==> config.mk <==
export PLATFORM = sky130hd
export DESIGN_NAME = memmap_decoder
export DESIGN_NICKNAME = d
export VERILOG_FILES = /design/src/rtl/memmap_pkg.sv /design/src/rtl/band_match.sv /design/src/rtl/write_filter.sv /design/src/rtl/boot_lock.sv /design/src/rtl/memmap_decoder.sv
export SDC_FILE = /design/constraint.sdc
export NUM_CORES = 1
export LEC_CHECK = 0
export ABC_AREA = 1
export BUFFER_PORTS_ARGS = -buffer_cell sky130_fd_sc_hd__buf_2
export CORE_MARGIN = 5
export CORE_UTILIZATION = 44
export CTS_CLUSTER_SIZE = 8
export DETAILED_ROUTE_END_ITERATION = 6
export GPL_ROUTABILITY_DRIVEN = 0
export PLACE_DENSITY = 0.85
export RECOVER_POWER = 25
export REMOVE_ABC_BUFFERS = 1
export SLEW_MARGIN = 10
export SYNTH_ARGS = -nofsm -noshare
export SYNTH_HDL_FRONTEND = slang
export SYNTH_HIERARCHICAL = 1
export SYNTH_SLANG_ARGS = --single-unit
==> constraint.sdc <==
create_clock -name clk -period 3.55 [get_ports clk]
set_input_delay 0.1775 -clock clk [delete_from_list [all_inputs] [get_ports clk]]
set_output_delay 0.1775 -clock clk [all_outputs]
set_load 0.01 [all_outputs]
==> src/rtl/memmap_pkg.sv <==
package memmap_pkg;
    localparam int NUM_SEL   = 6;
    localparam int NUM_BANDS = 6;

    // Select bit positions
    localparam int SEL_CART = 0;
    localparam int SEL_VRAM = 1;
    localparam int SEL_XRAM = 2;
    localparam int SEL_WRAM = 3;
    localparam int SEL_PAGE = 4;
    localparam int SEL_BOOT = 5;

    typedef struct packed {
        logic locked;
    } lock_state_s;

    // Address bands: cart, vram, xram, wram, echo of wram, internal page
    function automatic logic [15:0] band_lo(input int b);
        case (b)
            0:       return 16'h0000;
            1:       return 16'h8000;
            2:       return 16'hA000;
            3:       return 16'hC000;
            4:       return 16'hE000;
            default: return 16'hFE00;
        endcase
    endfunction

    function automatic logic [15:0] band_hi(input int b);
        case (b)
            0:       return 16'h7FFF;
            1:       return 16'h9FFF;
            2:       return 16'hBFFF;
            3:       return 16'hDFFF;
            4:       return 16'hFDFF;
            default: return 16'hFFFF;
        endcase
    endfunction
endpackage

==> src/rtl/band_match.sv <==
module band_match #(
    parameter int              ADDR_W = 16,
    parameter logic [ADDR_W-1:0] LO   = '0,
    parameter logic [ADDR_W-1:0] HI   = '1
) (
    input  logic [ADDR_W-1:0] addr_i,
    output logic              hit_o
);
    localparam logic [ADDR_W-1:0] SPAN = HI - LO;

    logic [ADDR_W-1:0] rel;

    always_comb begin
        rel   = addr_i - LO;
        hit_o = (rel <= SPAN);
    end
endmodule

==> src/rtl/write_filter.sv <==
module write_filter #(
    parameter int              ADDR_W   = 16,
    parameter int              DATA_W   = 8,
    parameter logic [ADDR_W-1:0] LOCK_ADR = 16'hFF50,
    parameter logic [ADDR_W-1:0] JOY_ADR  = 16'hFF00,
    parameter logic [DATA_W-1:0] JOY_MASK = 8'h30
) (
    input  logic              clk,
    input  logic              rst_n,
    input  logic [ADDR_W-1:0] addr_i,
    input  logic              wr_i,
    input  logic [DATA_W-1:0] wdata_i,
    output logic              wr_o,
    output logic [DATA_W-1:0] wdata_o,
    output logic              lock_set_o
);
    logic hit_lock;
    logic hit_joy;

    always_comb begin
        hit_lock   = (addr_i == LOCK_ADR);
        hit_joy    = (addr_i == JOY_ADR);
        lock_set_o = wr_i && hit_lock && wdata_i[0];
        wr_o       = wr_i && !(hit_lock && !wdata_i[0]);
        wdata_o    = hit_joy ? (wdata_i & JOY_MASK) : wdata_i;
    end


    joy_mask_chk: assert property (@(posedge clk) disable iff (!rst_n)
        (wr_i && addr_i == JOY_ADR) |-> ((wdata_o & ~JOY_MASK) == '0))
        else $error("joypad write not masked");


    lock_clear_drop_chk: assert property (@(posedge clk) disable iff (!rst_n)
        (wr_i && addr_i == LOCK_ADR && !wdata_i[0]) |-> (!wr_o && !lock_set_o))
        else $error("clearing lock write not dropped");
endmodule

==> src/rtl/boot_lock.sv <==
module boot_lock
    import memmap_pkg::*;
(
    input  logic clk,
    input  logic rst_n,
    input  logic set_i,
    output logic locked_o
);
    lock_state_s st_d, st_q;

    always_comb begin
        st_d = st_q;
        if (set_i) st_d.locked = 1'b1;
    end

    always_ff @(posedge clk) begin
        if (!rst_n) st_q <= '0;
        else        st_q <= st_d;
    end

    assign locked_o = st_q.locked;


    lock_sticky_chk: assert property (@(posedge clk) disable iff (!rst_n)
        st_q.locked |=> st_q.locked)
        else $error("lock bit cleared without reset");


    lock_rise_chk: assert property (@(posedge clk) disable iff (!rst_n)
        $rose(st_q.locked) |-> $past(set_i))
        else $error("lock bit set without a setting write");
endmodule

==> src/rtl/memmap_decoder.sv <==
module memmap_decoder
    import memmap_pkg::*;
#(
    parameter int ADDR_W     = 16,
    parameter int DATA_W     = 8,
    parameter int BOOT_BYTES = 256
) (
    input  logic              clk,
    input  logic              rst_n,
    input  logic [ADDR_W-1:0] bus_addr_i,
    input  logic              bus_wr_i,
    input  logic [DATA_W-1:0] bus_wdata_i,
    output logic [NUM_SEL-1:0] sel_o,
    output logic [ADDR_W-2:0] off_o,
    output logic              wr_o,
    output logic [DATA_W-1:0] wdata_o,
    output logic              boot_locked_o
);
    localparam int          OFF_W    = ADDR_W - 1;
    localparam logic [ADDR_W-1:0] BOOT_LIM = ADDR_W'(BOOT_BYTES);

    logic [NUM_BANDS-1:0] band_hit;
    logic                 locked;
    logic                 lock_set;
    logic                 boot_win;
    logic [ADDR_W-1:0]    base;

    for (genvar b = 0; b < NUM_BANDS; b++) begin : g_band
        band_match #(
            .ADDR_W (ADDR_W),
            .LO     (ADDR_W'(band_lo(b))),
            .HI     (ADDR_W'(band_hi(b)))
        ) band_i (
            .addr_i (bus_addr_i),
            .hit_o  (band_hit[b])
        );
    end

    write_filter #(
        .ADDR_W (ADDR_W),
        .DATA_W (DATA_W)
    ) wfilt_i (
        .clk        (clk),
        .rst_n      (rst_n),
        .addr_i     (bus_addr_i),
        .wr_i       (bus_wr_i),
        .wdata_i    (bus_wdata_i),
        .wr_o       (wr_o),
        .wdata_o    (wdata_o),
        .lock_set_o (lock_set)
    );

    boot_lock lock_i (
        .clk      (clk),
        .rst_n    (rst_n),
        .set_i    (lock_set),
        .locked_o (locked)
    );

    always_comb begin
        boot_win = !locked && !bus_wr_i && (bus_addr_i < BOOT_LIM);

        sel_o           = '0;
        sel_o[SEL_CART] = band_hit[0] && !boot_win;
        sel_o[SEL_VRAM] = band_hit[1];
        sel_o[SEL_XRAM] = band_hit[2];
        sel_o[SEL_WRAM] = band_hit[3] || band_hit[4];
        sel_o[SEL_PAGE] = band_hit[5];
        sel_o[SEL_BOOT] = boot_win;

        base = '0;
        for (int b = 1; b < NUM_BANDS; b++) begin
            if (band_hit[b]) base = ADDR_W'(band_lo(b));
        end
        off_o = OFF_W'(bus_addr_i - base);
    end

    assign boot_locked_o = locked;


    one_region_chk: assert property (@(posedge clk) disable iff (!rst_n)
        $countones(sel_o) == 1)
        else $error("select not one-hot");


    boot_only_unlocked_chk: assert property (@(posedge clk) disable iff (!rst_n)
        sel_o[SEL_BOOT] |-> (!boot_locked_o && bus_addr_i < BOOT_LIM))
        else $error("boot select while locked or out of window");


    cart_write_chk: assert property (@(posedge clk) disable iff (!rst_n)
        (bus_wr_i && band_hit[0]) |-> (sel_o[SEL_CART] && wr_o))
        else $error("cartridge write not forwarded");
endmodule

# Yosys cells after proc, flatten, opt, wreduce, memory -nomap -nowiden
# Index checks and enable logic that the tools add are counted.
# classes
n_addsub	6
magnitude_cmp	7
eq_ne	2
muxes	5
n_reduce_logical	13
# op_table
op	n
$sub A16 B16 Y16 const B	5
$le A16 B13 Y1 const B	4
$mux W15	4
$eq A16 B16 Y1 const B	2
$le A16 B15 Y1 const B	1
$le A16 B9 Y1 const B	1
$lt A16 B9 Y1 const B	1
$sub A15 B15 Y15	1
$mux W8	1
$logic_and A1 B1 Y1	7
$logic_not A1 Y1	5
$logic_or A1 B1 Y1	1
# totals
ff_bits	1
in_bits	27
output_inout_bits	31
wordCells	34

# Logic depth before layout (Yosys ltp)
# Gate-level depths: netlist of the first run.
# logic_depth
ltp_word	7
ltp_mapped	14

# Modules after synthesis
# Netlist of the first run, hierarchy kept.
# modules_own_cells
mod	n_inst	cells_per_inst	area_each_um2	seq_area_each_um2
memmap_decoder	1	65	386.6	0.0
write_filter	1	35	188.9	0.0
band_match at g_band[5].band_i	1	22	92.6	0.0
band_match at g_band[4].band_i	1	12	57.6	0.0
band_match at g_band[2].band_i	1	10	48.8	0.0
boot_lock	1	4	31.3	20.0
band_match at g_band[1].band_i	1	3	13.8	0.0
band_match at g_band[3].band_i	1	2	10.0	0.0
band_match at g_band[0].band_i	1	1	3.8	0.0

# Least setup slack after synthesis of the first run
# Ideal clock, no wire load.
# synth_timing
path_kind	in2out
startpoint	in bus_addr_i[9]
endpoint	out off_o[13]
arrival_time_ns	1.808
required_time_ns	3.372
path_slack_ns	1.564
path_stages	11
cell_sequence	ha_1 > inv_1 > nand2_1 > nor2_1 > nand2_1 > nor2_1 > inv_1 > ha_1 > a21oi_1 > nand2_1 > xor2_1
# synth_between
word_cells_on_any_way	13
# synth_lines
item	line	rtl
start, declared	memmap_decoder.sv:10	input logic [ADDR_W-1:0] bus_addr_i,
$sub A16 B16 Y16	band_match.sv:14	rel = addr_i - LO;
$le A16 B9 Y1	band_match.sv:15	hit_o = (rel <= SPAN);
net band_hit[5]	memmap_decoder.sv:22	logic [NUM_BANDS-1:0] band_hit;
$mux W15	memmap_decoder.sv:73	if (band_hit[b]) base = ADDR_W'(band_lo(b));
$sub A15 B15 Y15	memmap_decoder.sv:75	off_o = OFF_W'(bus_addr_i - base);
end, declared	memmap_decoder.sv:14	output logic [ADDR_W-2:0] off_o,
# The timed path passes the listed nets, and every way through them passes these cells.

# Worst setup path in the final report of the first run
# layout_timing
startpoint	in bus_addr_i[9]
endpoint	out off_o[14]
# layout_between
elab_chain_len	7
word_cells_on_any_way	13
# layout_rtl
item	line
$sub A16 B16 Y16	band_match.sv:14
$le A16 B13 Y1	band_match.sv:15
$mux W15 (4 in series)	memmap_decoder.sv:73
$sub A15 B15 Y15 *	memmap_decoder.sv:75
# Mark *: on every way between the ends. The rest lies on a longest branch, timed or not.

==> flow_summary.toml, run 1 <==
[global_routing]
use_met3_pct = 1.41
grtUsageMet1_pct = 19.4
antenna_found_initial = 0
grt_pass1_vias = 832
grt_pass1_wl_um = 3380
grt_max_degree = 12
grt_usage_pct = 14.8
grt-busiest-layer = "met2"
use_met2_pct = 27.1
grt.overflow.total = 0

[floorplanning]
pin_count = 58
die_w_um = 53.5
core_area_sq_um = 1760
start_util_pct = 47.2
rows = 15
die_h_um = 53.5
dieArea_sq_um = 2860

[power_and_ir_drop]
ir_drop_uv = 71.5
switching_share_pct = 52.1
p_leak_nw = 0.646
pwr-share-seq_pct = 9.2
p_comb_share_pct = 90.8
internal-power_mw = 0.0594
p_sw_mw = 0.0647
pwr-share-clk_pct = 0
powerDensity_nw_per_um2 = 123

[timing]
finalHoldViolCount = 0
slew_headroom_pct = 73.9
final.setup.tns_ns = 0
fin_crit_sh_pct = 66.4
max_freq_mhz = 424
fin_crit_ns = 2.36
finalClockSkew_ns = 0
drv_slew = 0
fin_ws_ns = 1.19
rsz0062_at_grt = "false"
finalSetupViolCount = 0
worst_slew_pin_slew_ns = 0.390

[yosys]
syn_avg_cell_area_sq_um = 5.41
seq_area_frac_synth_pct = 2.40
synth_cell_types = 19
synth_area_leaders = "nand2_1 18%, inv_1 14%, buf_4 14%, ha_1 12%, nor2_1 10%"
synth_area_sq_um = 833
synth_top_cell_by_area = "nand2_1"
ys_warn_count = 6
synthCells = 154
synth_top_area_share_pct = 18.5
ys_ff_latch = 1

[outcome]
status = "finished clean"

[setup_path]
cpMaxStageDelayCell = "ha_1"
critPathMaxFanout = 6
arrival_ns = 2.18
max_stage_delay_ns = 0.38
required_ns = 3.37
worst-setup-path-type = "input port to output port"
worstPathCellList = "buf_2 > ha_1 > inv_1 > nand2_1 > nor2_1 > nand2_1 > nor2_1 > inv_1 > ha_1 > nand2_1 > inv_1 > nand3_1 > nand2_1 > nand2_1 > nand2_1 > buf_2"
path_delay_family = "simple AND/OR/NAND/NOR gates"
critPathCaptureType = "output port"
path_buf_inv = 5
cp-start-kind = "input port"
worst_path_most_repeated_cell = "nand2_1"

[placement]
io_buffers = 53
post-dp-hpwl_um = 1700
dp_slack_ns = 1.19

[detailed_routing]
routed_wl_um = 1960
avgViaCountPerCell = 4.31
routedWlPerCell_um = 9.01
drc = 0
ant_nets = 0
drt-initial-drc-count = 14
vias = 935
first_pass_iters = 4

[clocking]
cts_resized = 0
clk_latency_ns = 0
cts_hold_buf = 0
post_cts_buffers = 0

[finish]
insertedDiodeCount = 0
layout-drive-gt1-share_pct = 31.8
nNetsFinal = 230
regArea_sq_um = 20.0
largest_register_ffs = 1
final_util_pct = 57.2
multi_input_area_sq_um = 573
syn_to_final_growth_pct = 21.2
nFillCells = 205

[run]
drv_cap = 0

[min_path]
hp-class = "input port to output port"
power groups by stage:
stage | clock, mW | combinational, mW | sequential, mW
2_1_floorplan | 0 | 0.0624 | 0.0115
3_3_place_gp | 0 | 0.113 | 0.0115
3_5_place_dp | 0 | 0.114 | 0.0115
4_1_cts | 0 | 0.115 | 0.0115
5_1_grt | 0 | 0.130 | 0.0115
6_report | 0 | 0.113 | 0.0115
per-layer routing:
| metal | part of all wire, % | vias to the layer above | routed length (um) |
|---|---|---|---|
| li1 | - | 521 | - |
| met1 | 47 | 393 | 920 |
| met2 | 48 | 21 | 934 |
| met3 | 5.2 | 0 | 101 |
| met4 | 0 | 0 | 0 |
| met5 | 0 | - | 0 |
cells in the mapped netlist:
cell type	number
a21boi_0	6
nor2_4	2
nor2_2	6
inv_2	2
xnor2_1	2
nand2_2	4
buf_4	15
nand3_1	5
dfxtp_1	1
inv_1	32
nand3b_1	1
a211oi_1	1
ha_1	8
nor2_1	23
nand4_1	1
xor2_1	1
a21oi_1	2
fa_1	1
nand2_1	41
cells by family after synthesis:
family | after synthesis | share of synthesized area, %
buffers and inverters | 49 | 28.8
xor gates and xnor gates | 3 | 3.15
DFF | 1 | 2.40
AOI/OAI and AO/OA | 9 | 7.51
and+or+nand+nor | 83 | 43.7
adders and majority gates | 9 | 14.4
cell type report:
cell class                 instances  share of cell area [%]
inverter                          34                    12.6
tap                               25                    3.10
timing repair buffer              53                    25.5
multi-input combinational        104                    56.8
sequential                         1                    1.98
cell usage in the layout, fill, tap and decap left out:
master / Yosys / routed
nand4_1: 1 / 1
inv_1: 32 / 32
fa_1: 1 / 1
ha_1: 8 / 8
clkbuf_1: 0 / 6
a21boi_0: 6 / 6
nor2_1: 23 / 23
nand3_1: 5 / 5
nand2_2: 4 / 4
a211oi_1: 1 / 1
buf_2: 0 / 47
xor2_1: 1 / 1
nor2_4: 2 / 2
nand3b_1: 1 / 1
inv_2: 2 / 2
nand2_1: 41 / 41
a21oi_1: 2 / 2
nor2_2: 6 / 6
xnor2_1: 2 / 2
dfxtp_1: 1 / 1
through the flow:
step | power [mW] | instance area [sq um] | hold slack (ns) | cells
2_1_floorplan | 0.0738 | 721 | 0.290 | 139
3_3_place_gp | 0.125 | 1020 | 0.355 | 217
3_5_place_dp | 0.126 | 1020 | 0.355 | 217
4_1_cts | 0.126 | 1020 | 0.355 | 217
5_1_grt | 0.141 | 1010 | 0.355 | 217
6_report | 0.124 | 1010 | 0.355 | 217
worst paths after layout:
kind / cells past startpoint / from / slack (ns) / endpoint
min reg2reg: 2 / lock_i/locked_o / 0.50 / lock_i/locked_o
max: 16 / bus_addr_i[9] / 1.19 / off_o[14]
min: 0 / bus_wdata_i[4] / 0.36 / wdata_o[4]
max reg2reg: 2 / lock_i/locked_o / 2.99 / lock_i/locked_o
worst register-to-register path, stage by stage (launching register included):
cell     delay (ns)
dfxtp_1        0.30
nor2_1         0.11
nor2_1         0.04
Note: power is estimated with default switching activity, not from simulation.
==> run 2, diff against run 1 <==
--- a/config.mk
+++ b/config.mk
@@ -8,11 +8,11 @@
 export ABC_AREA = 1
 export BUFFER_PORTS_ARGS = -buffer_cell sky130_fd_sc_hd__buf_2
 export CORE_MARGIN = 5
-export CORE_UTILIZATION = 44
+export CORE_UTILIZATION = 37
 export CTS_CLUSTER_SIZE = 8
 export DETAILED_ROUTE_END_ITERATION = 6
 export GPL_ROUTABILITY_DRIVEN = 0
-export PLACE_DENSITY = 0.85
+export PLACE_DENSITY = 0.76
 export RECOVER_POWER = 25
 export REMOVE_ABC_BUFFERS = 1
 export SLEW_MARGIN = 10
==> constraint.sdc (replaced) <==
create_clock -name clk -period 2 [get_ports clk]
set_input_delay 0.1 -clock clk [delete_from_list [all_inputs] [get_ports clk]]
set_output_delay 0.1 -clock clk [all_outputs]
set_load 0.01 [all_outputs]
==> flow_summary.toml, run 2 (synthesis results as in run 1) <==
[setup_path]
critPathCaptureType = "output port"
cp-start-kind = "input port"
critPathMaxFanout = 4
worst-setup-path-type = "input port to output port"
cp-startpoint = "bus_addr_i[9]"
arrival_ns = 1.81
reg2reg_slack_ns = 1.44
required_ns = 1.90
r2r-start = "lock_i/locked_o"

[finish]
multi_input_area_sq_um = 634
final_cells = 228
final_util_pct = 52.7
nFillCells = 261
layout_common_cells = "45 x buf_2, 41 x nand2_1, 31 x inv_1"
largest_register_ffs = 1
final_common_cell = "buf_2"
syn_to_final_growth_pct = 38.6
insertedDiodeCount = 0
nNetsFinal = 238
layout-drive-gt1-share_pct = 39.5
regArea_sq_um = 20.0

[timing]
finalClockSkew_ns = 0
rsz0062_at_grt = "true"
fin_crit_ns = 1.91
finalSetupViolCount = 0
slew_headroom_pct = 84.0
finalHoldViolCount = 0
drv_slew = 0
final.setup.tns_ns = 0
max_freq_mhz = 523
worst_slew_pin_slew_ns = 0.240
fin_crit_sh_pct = 95.7

[global_routing]
grt_max_degree = 11
grt_usage_pct = 11.5
grt.overflow.total = 0
grt_pass1_wl_um = 3330
grt_pass1_vias = 822
antenna_found_initial = 0

[floorplanning]
start_util_pct = 38.0
core_area_sq_um = 2190
die_w_um = 57.5
pin_count = 58
die_h_um = 57.5
rows = 17
dieArea_sq_um = 3300

[detailed_routing]
drc = 0
routed_wl_um = 2100
drt-initial-drc-count = 13
first_pass_iters = 4
routedWlPerCell_um = 9.22
avgViaCountPerCell = 4.24
ant_nets = 0
vias = 967

[placement]
post-dp-hpwl_um = 1720
numPlacedInstances = 226
io_buffers = 53

[clocking]
cts_hold_buf = 0
clk_latency_ns = 0

[power_and_ir_drop]
powerDensity_nw_per_um2 = 215
p_leak_nw = 0.693
ir_drop_uv = 132

[outcome]
status = "finished clean"

[min_path]
worstHoldStart = "bus_wdata_i[4]"
hp-class = "input port to output port"

[run]
drv_cap = 0
run 2: changes by cell type in the layout (fill, tap and decap cells not counted), sizes merged:
cell  before  now
buf       47   55
run 2: through the flow:
| stage | hold WS [ns] | instance area (sq um) | setup WS [ns] | total power, mW |
|---|---|---|---|---|
| 3_5_place_dp | 0.200 | 1070 | -0.0219 | 0.230 |
| 4_1_cts | 0.200 | 1070 | 0.00909 | 0.231 |
| 2_1_floorplan | 0.200 | 721 | 0.0488 | 0.131 |
| 6_report | 0.200 | 1150 | 0.0863 | 0.248 |
| 3_3_place_gp | 0.200 | 1070 | 0.000170 | 0.228 |
| 5_1_grt | 0.200 | 1150 | -0.0631 | 0.280 |
run 2: cell type report:
cell class	instances	share of cell area (%)
Multi-Input combinational cell	104	54.9
Tap cell	28	3.03
Timing Repair Buffer	61	29.3
Inverter	34	11.1
Sequential cell	1	1.73
run 2: critical path: stages:
cell and delay (ns):
buf_6 0.10, ha_4 0.25, inv_2 0.02, nand2_1 0.04
nor2_1 0.03, nand2_1 0.08, nor2_2 0.06, buf_6 0.13
ha_4 0.16, fa_2 0.35, nand3b_1 0.16, nand2_1 0.07
xor2_1 0.12, buf_2 0.14
run 2: worst paths after layout:
kind,cells past startpoint,end
worst max register to register,2,lock_i/locked_o
worst max-delay path,14,off_o[13]
worst min-delay path,0,wdata_o[4]
worst min register to register,2,lock_i/locked_o
run 2: where the power goes:
group | switching (mW) | leakage, nW | total, mW | internal, mW
Combinational | 0.123 | 0.685 | 0.228 | 0.105
Sequential | 0.000000118 | 0.00805 | 0.0204 | 0.0204
Clock | 0 | 0 | 0 | 0
Total | 0.123 | 0.693 | 0.248 | 0.126
run 2: what timing repair did:
item                                    in CTS  in global routing
gates resized for setup                      1                 15
pin swaps                                    0                  9
cloned                                       0                  0
buffers inserted                             0                  2
endpoints found under the setup margin       1                  5
run 2: metal layers:
layer	GRT usage, %	part of all wire, %	wire length, um
met1	15.0	43	900
met3	0.679	6.6	139
met4	0	0	0
met2	21.8	51	1060
met5	0	0	0
